File: src/rtl/pwm_xm_pkg.sv
// Package: shared helpers for the PWM crossover / disable stage.
// Assumes the control word is [crossover bits per phase | two disable bits per phase],
// with phase 0's disable bits at the top of the disable field.
package pwm_xm_pkg;

    // Disable-bit index of the high pin of phase p among n phases.
    function automatic int unsigned hi_bit(input int unsigned p, input int unsigned n);
        return 2 * (n - 1 - p) + 1;
    endfunction

    // Disable-bit index of the low pin of phase p among n phases.
    function automatic int unsigned lo_bit(input int unsigned p, input int unsigned n);
        return 2 * (n - 1 - p);
    endfunction

    // Crossover-bit index of phase p among n phases.
    function automatic int unsigned xo_bit(input int unsigned p, input int unsigned n);
        return 2 * n + p;
    endfunction

endpackage

File: src/rtl/xm_ctrl_regs.sv
// Module: shadow and active control-word registers.
// The shadow takes software writes. The active copy loads from the shadow on a
// rising sync edge, or on a rising mid edge when double-update mode is on.
// Assumes sync/mid are synchronous to clk. A write in a load clock is seen
// only at the following load, because the load samples the pre-write shadow.
module xm_ctrl_regs #(
    parameter int unsigned W = 9
) (
    input  logic         clk,
    input  logic         rst_n,
    input  logic         wr_en,
    input  logic [W-1:0] wr_data,
    input  logic         sync_pulse,
    input  logic         mid_pulse,
    input  logic         dbl_mode,
    output logic [W-1:0] shadow_q,
    output logic [W-1:0] active_q
);

    logic sync_d, mid_d;
    logic sync_rise, mid_rise, load_now;

    assign sync_rise = sync_pulse & ~sync_d;
    assign mid_rise  = mid_pulse & ~mid_d;
    assign load_now  = sync_rise | (dbl_mode & mid_rise);

    // Remember the previous sync/mid levels for edge detection.
    always_ff @(posedge clk) begin
        if (!rst_n) begin
            sync_d <= 1'b0;
            mid_d  <= 1'b0;
        end else begin
            sync_d <= sync_pulse;
            mid_d  <= mid_pulse;
        end
    end

    // Capture software writes into the shadow word.
    always_ff @(posedge clk) begin
        if (!rst_n)     shadow_q <= '0;
        else if (wr_en) shadow_q <= wr_data;
    end

    // Copy the shadow into the active word on a load event.
    always_ff @(posedge clk) begin
        if (!rst_n)        active_q <= '0;
        else if (load_now) active_q <= shadow_q;
    end

    // reset clears both words.
    p_reset_clear_r4: assert property (@(posedge clk)
        !rst_n |=> (shadow_q == '0 && active_q == '0));

    // without a load event the active word holds.
    p_hold_r5: assert property (@(posedge clk) disable iff (!rst_n)
        !(sync_rise || (dbl_mode && mid_rise)) |=> $stable(active_q));

    // a sync edge loads the pre-write shadow value.
    p_sync_load_r5: assert property (@(posedge clk) disable iff (!rst_n)
        sync_rise |=> active_q == $past(shadow_q));

    // single-update mode ignores the mid-cycle edge.
    p_mid_ignored_r6: assert property (@(posedge clk) disable iff (!rst_n)
        (!dbl_mode && mid_rise && !sync_rise) |=> $stable(active_q));

endmodule

File: src/rtl/xm_xover.sv
// Module: per-phase crossover multiplexer.
// Each phase pair swaps its high and low raw signals when its select bit is set.
// Purely combinational.
module xm_xover #(
    parameter int unsigned N = 3
) (
    input  logic         clk,
    input  logic         rst_n,
    input  logic [N-1:0] swap,
    input  logic [N-1:0] in_hi,
    input  logic [N-1:0] in_lo,
    output logic [N-1:0] out_hi,
    output logic [N-1:0] out_lo
);

    for (genvar p = 0; p < N; p++) begin : g_pair
        // Route each raw signal to its own or the opposite pin.
        always_comb begin
            out_hi[p] = swap[p] ? in_lo[p] : in_hi[p];
            out_lo[p] = swap[p] ? in_hi[p] : in_lo[p];
        end

        // a crossed pair exchanges its two sources.
        p_swap_r1: assert property (@(posedge clk) disable iff (!rst_n)
            swap[p] |-> (out_hi[p] == in_lo[p] && out_lo[p] == in_hi[p]));
    end

endmodule

File: src/rtl/xm_out_mask.sv
// Module: per-pin forced-OFF mask.
// Drives a pin to the inactive level (1, since the outputs are active low)
// while its disable bit is set. Sits after the crossover, so the mask indexes
// final pin positions.
module xm_out_mask #(
    parameter int unsigned N = 3
) (
    input  logic [2*N-1:0] off_bits,
    input  logic [N-1:0]   in_hi,
    input  logic [N-1:0]   in_lo,
    output logic [N-1:0]   pin_hi,
    output logic [N-1:0]   pin_lo
);
    import pwm_xm_pkg::*;

    for (genvar p = 0; p < N; p++) begin : g_pin
        // Force the pin OFF when its disable bit is set.
        always_comb begin
            pin_hi[p] = off_bits[hi_bit(p, N)] ? 1'b1 : in_hi[p];
            pin_lo[p] = off_bits[lo_bit(p, N)] ? 1'b1 : in_lo[p];
        end
    end

endmodule

File: src/rtl/pwm_xover_mask.sv
// Module: top of the PWM crossover / output-disable stage.
// Chain: shadow/active word registers -> per-pair crossover -> per-pin OFF mask.
// Assumes raw PWM inputs are synchronous to clk. The pin path is combinational
// from the raw inputs and the active word.
module pwm_xover_mask #(
    parameter int unsigned NUM_PH = 3,
    localparam int unsigned W     = 3 * NUM_PH
) (
    input  logic              clk,
    input  logic              rst_n,
    input  logic              wr_en,
    input  logic [W-1:0]      wr_data,
    output logic [W-1:0]      rd_data,
    input  logic              sync_pulse,
    input  logic              mid_pulse,
    input  logic              dbl_mode,
    input  logic [NUM_PH-1:0] raw_hi,
    input  logic [NUM_PH-1:0] raw_lo,
    output logic [NUM_PH-1:0] pin_hi,
    output logic [NUM_PH-1:0] pin_lo,
    output logic [W-1:0]      active_word
);
    import pwm_xm_pkg::*;

    logic [W-1:0]      shadow_q, active_q;
    logic [NUM_PH-1:0] x_hi, x_lo;

    xm_ctrl_regs #(.W(W)) u_regs (
        .clk        (clk),
        .rst_n      (rst_n),
        .wr_en      (wr_en),
        .wr_data    (wr_data),
        .sync_pulse (sync_pulse),
        .mid_pulse  (mid_pulse),
        .dbl_mode   (dbl_mode),
        .shadow_q   (shadow_q),
        .active_q   (active_q)
    );

    xm_xover #(.N(NUM_PH)) u_xover (
        .clk    (clk),
        .rst_n  (rst_n),
        .swap   (active_q[W-1:2*NUM_PH]),
        .in_hi  (raw_hi),
        .in_lo  (raw_lo),
        .out_hi (x_hi),
        .out_lo (x_lo)
    );

    xm_out_mask #(.N(NUM_PH)) u_mask (
        .off_bits (active_q[2*NUM_PH-1:0]),
        .in_hi    (x_hi),
        .in_lo    (x_lo),
        .pin_hi   (pin_hi),
        .pin_lo   (pin_lo)
    );

    assign rd_data     = shadow_q;
    assign active_word = active_q;

    for (genvar p = 0; p < NUM_PH; p++) begin : g_chk
        // a set disable bit holds its pin at OFF regardless of routing.
        p_off_hi_r2: assert property (@(posedge clk) disable iff (!rst_n)
            active_q[hi_bit(p, NUM_PH)] |-> pin_hi[p]);
        p_off_lo_r2: assert property (@(posedge clk) disable iff (!rst_n)
            active_q[lo_bit(p, NUM_PH)] |-> pin_lo[p]);
        // an enabled, crossed high pin shows the raw low signal.
        p_xo_pin_r3: assert property (@(posedge clk) disable iff (!rst_n)
            (active_q[xo_bit(p, NUM_PH)] && !active_q[hi_bit(p, NUM_PH)])
                |-> pin_hi[p] == raw_lo[p]);
    end

endmodule

File: config.mk
export PLATFORM = sky130hd
export DESIGN_NAME = pwm_xover_mask
export DESIGN_NICKNAME = d
export VERILOG_FILES = /design/src/rtl/pwm_xm_pkg.sv /design/src/rtl/xm_ctrl_regs.sv /design/src/rtl/xm_xover.sv /design/src/rtl/xm_out_mask.sv /design/src/rtl/pwm_xover_mask.sv
export SDC_FILE = /design/constraint.sdc
export NUM_CORES = 1
export LEC_CHECK = 0
export CAP_MARGIN = 20
export CORE_MARGIN = 4
export CORE_UTILIZATION = 55
export CTS_CLUSTER_DIAMETER = 80
export DETAILED_ROUTE_END_ITERATION = 6
export DONT_BUFFER_PORTS = 1
export PLACE_DENSITY_LB_ADDON = 0.1
export SKIP_CTS_REPAIR_TIMING = 1
export SYNTH_ARGS = -nofsm -noshare
export SYNTH_HDL_FRONTEND = slang
export SYNTH_SLANG_ARGS = --single-unit
File: constraint.sdc
create_clock -name clk -period 2.35 [get_ports clk]
set_clock_uncertainty 0.1 [all_clocks]
set_input_delay 0.235 -clock clk [delete_from_list [all_inputs] [get_ports clk]]
set_output_delay 0.235 -clock clk [all_outputs]
set_load 0.005 [all_outputs]
==> flow_metrics.env <==
export IMPL_drv_cap=0
export IMPL_cts_tree="yes"
export IMPL_cp_slowest_cell="dlygate4sd3_1"
export IMPL_synth_area_um2=872
export IMPL_combPwrFrac_pct=10.4
export IMPL_path_clk_slew_ns=0.11
export IMPL_critPathMaxStageDelay_ns=1.04
export IMPL_setup_violations_final=0
export IMPL_netlist_instances=87
export IMPL_ys_seq_elements=20
export IMPL_ir_drop_uv=446
export IMPL_fp_dieH_um=47.8
export IMPL_grt_pass1_vias=545
export IMPL_p_int_mw=0.488
export IMPL_core_area_um2=1510
export IMPL_antennaDiodeCount=0
export IMPL_cts_root_buffer_cell="clkbuf_4"
export IMPL_layout_drive_gt1_share_pct=5.49
export IMPL_insertion_delay_ns=0.29
export IMPL_required_ns=2.49
export IMPL_r2r_start="u_regs.mid_d"
export IMPL_tns_ns=0
export IMPL_synth_compound_area_share_pct=7.89
export IMPL_finish_utilization_pct=62.2
export IMPL_yosysSeqAreaShare_pct=45.9
export IMPL_fillers=146
export IMPL_synth_top_family_by_area="multiplexers"
export IMPL_drtIter0Drc=4
export IMPL_finalCritPeriodShare_pct=82.3
export IMPL_antenna_left=0
export IMPL_powerDensity_nw_per_um2=678
export IMPL_syn_to_final_growth_pct=7.46
export IMPL_fin_nets=113
export IMPL_gp_congestion=0.631
export IMPL_whs_ns=-0.0177
export IMPL_p_sw_share_pct=23.1
export IMPL_start_kind="primary input"
export IMPL_io_pins=45
export IMPL_wl_per_cell_um=15.1
export IMPL_numCtsBuffers=3
export IMPL_rows=14
export IMPL_hpwlAfterDp_um=1120
export IMPL_syn_area_per_cell_um2=10.0
export IMPL_track_usage_pct=13.9
export IMPL_rsz0062_at_grt="no"
export IMPL_seqPwrFrac_pct=58.7
export IMPL_end_kind="register"
export IMPL_fin_cells=107
export IMPL_dp_cells=98
export IMPL_switchingPower_mw=0.147
export IMPL_die_w_um=47.8
export IMPL_grt_overflow_total=0
export IMPL_clkPwrFrac_pct=30.9
export IMPL_min_period_ns=1.93
export IMPL_via_per_inst=5.70
export IMPL_hp_class="primary input to register"
export IMPL_hold_viol=1
export IMPL_hp_start="rst_n"
export IMPL_path_common_cell="dlygate4sd3_1"
export IMPL_crit_arrival_ns=2.08
export IMPL_worstMarginPinSlew_ns=0.785
export IMPL_synth_nets=108
export IMPL_firstDrtPassIters=2
export IMPL_cts_sinks=20
export IMPL_die_area_um2=2290
export IMPL_drc=0
export IMPL_critPathMaxFanout=27
export IMPL_grt_start_max_net_pins=30
export IMPL_path_cells="dlygate4sd3_1 -> nor2b_1 -> dlygate4sd3_1"
export IMPL_crit_type="primary input to register"
export IMPL_clock_fmax_ghz=0.517
export IMPL_cts_htree_levels=1
export IMPL_relSlewSlack_pct=47.5
export IMPL_io_buffers=0
export IMPL_failed_checks="hold timing"
export IMPL_synth_xor_area_share_pct=0
export IMPL_wirelength_um=1620
export IMPL_num_vias=610
export IMPL_power_leakage_nw=0.411
export IMPL_ys_warn_count=0
export IMPL_antenna_found_initial=0
export IMPL_status="complete, but fails checks"
export IMPL_clockBufferDepth=2
export IMPL_crit_start="rst_n"
export IMPL_grt_pass1_wl_um=2230
export IMPL_start_util_pct=57.9
export IMPL_yosys_area_share_simple_pct=19.9
export IMPL_synth_cell_types=11
export IMPL_synth_mux_area_share_pct=20.7
export IMPL_slew_viol_final=0
export IMPL_yosys_area_share_adder_pct=0
-- worst max-delay path, delay by kind of cell --
kind / cells / cell delay [ns]
buf+inv: 2 / 1.61
simple gates: 1 / 0.23
-- cell families (layout without fill, tap and decap cells) --
kind of cell           count (synthesis)  in the layout
AO/OA/AOI/OAI                          7              7
buffers and inverters                  7             11
AND/OR/NAND/NOR                       35             35
flip-flops                            20             20
multiplexers                          18             18
-- through the flow --
step                      cell area [um^2]  setup WS (ns)  power, mW
after floorplan                        872           1.30      0.440
after global placement                 851           1.03      0.434
after detailed placement               851          0.967      0.435
after CTS                              887          0.894      0.627
after global routing                   937          0.292      0.667
final                                  937          0.416      0.635
-- path summary, 6_finish.rpt --
path | endpoint | slack, ns | cells past startpoint
worst min register to register | u_regs.active_q[1] | 0.40 | 2
worst max register to register | u_regs.active_q[0] | 0.95 | 3
worst max-delay path | u_regs.shadow_q[8] | 0.42 | 3
worst min-delay path | u_regs.active_q[0] | -0.02 | 2
-- final cells by class --
class,count,area (um^2),area share (%)
Timing Repair Buffer,5,50.0,5.34
Clock buffer,4,36.3,3.87
Multi-Input combinational cell,60,423,45.1
Inverter,2,7.51,0.801
Tap cell,16,20.0,2.14
Sequential cell,20,400,42.7
-- synth_stat cells --
master | instances | area (um^2)
a211o_1 | 6 | 52.6
a32oi_2 | 1 | 16.3
and2_1 | 2 | 12.5
buf_4 | 2 | 15.0
buf_6 | 2 | 22.5
clkbuf_1 | 1 | 3.75
dfxtp_1 | 20 | 400
inv_1 | 2 | 7.51
mux2i_1 | 18 | 180
nand2_1 | 18 | 67.6
nor2b_1 | 15 | 93.8
-- cell usage in the layout (no fill, tap or decap) --
cell type      instances
dfxtp_1               20
nand2_1               18
mux2i_1               18
nor2b_1               15
a211o_1                6
dlygate4sd3_1          5
clkbuf_4               3
and2_1                 2
inv_1                  2
a32oi_2                1
clkbuf_8               1
-- per-layer routing --
metal | GRT usage [%] | part of all wire (%) | vias to the layer above
met5 | 0 | 0 | -
met4 | 6.45 | 1.7 | 0
met3 | 4.89 | 12 | 5
met1 | 18.1 | 42 | 278
met2 | 20.6 | 44 | 32
li1 | - | - | 295
-- power groups by stage --
stage	registers (mW)	logic (mW)	clock network (mW)
after CTS	0.373	0.0545	0.199
after floorplan	0.377	0.0631	0
after detailed placement	0.381	0.0543	0
after global placement	0.381	0.0529	0
final	0.373	0.0659	0.196
after global routing	0.376	0.0740	0.218
-- registers in the layout (all words and copies together) (netlist names) --
name,count
u_regs.mid_d,1
u_regs.shadow_q,9
u_regs.sync_d,1
u_regs.active_q,9
No activity file was read; power rests on OpenSTA's default activity.
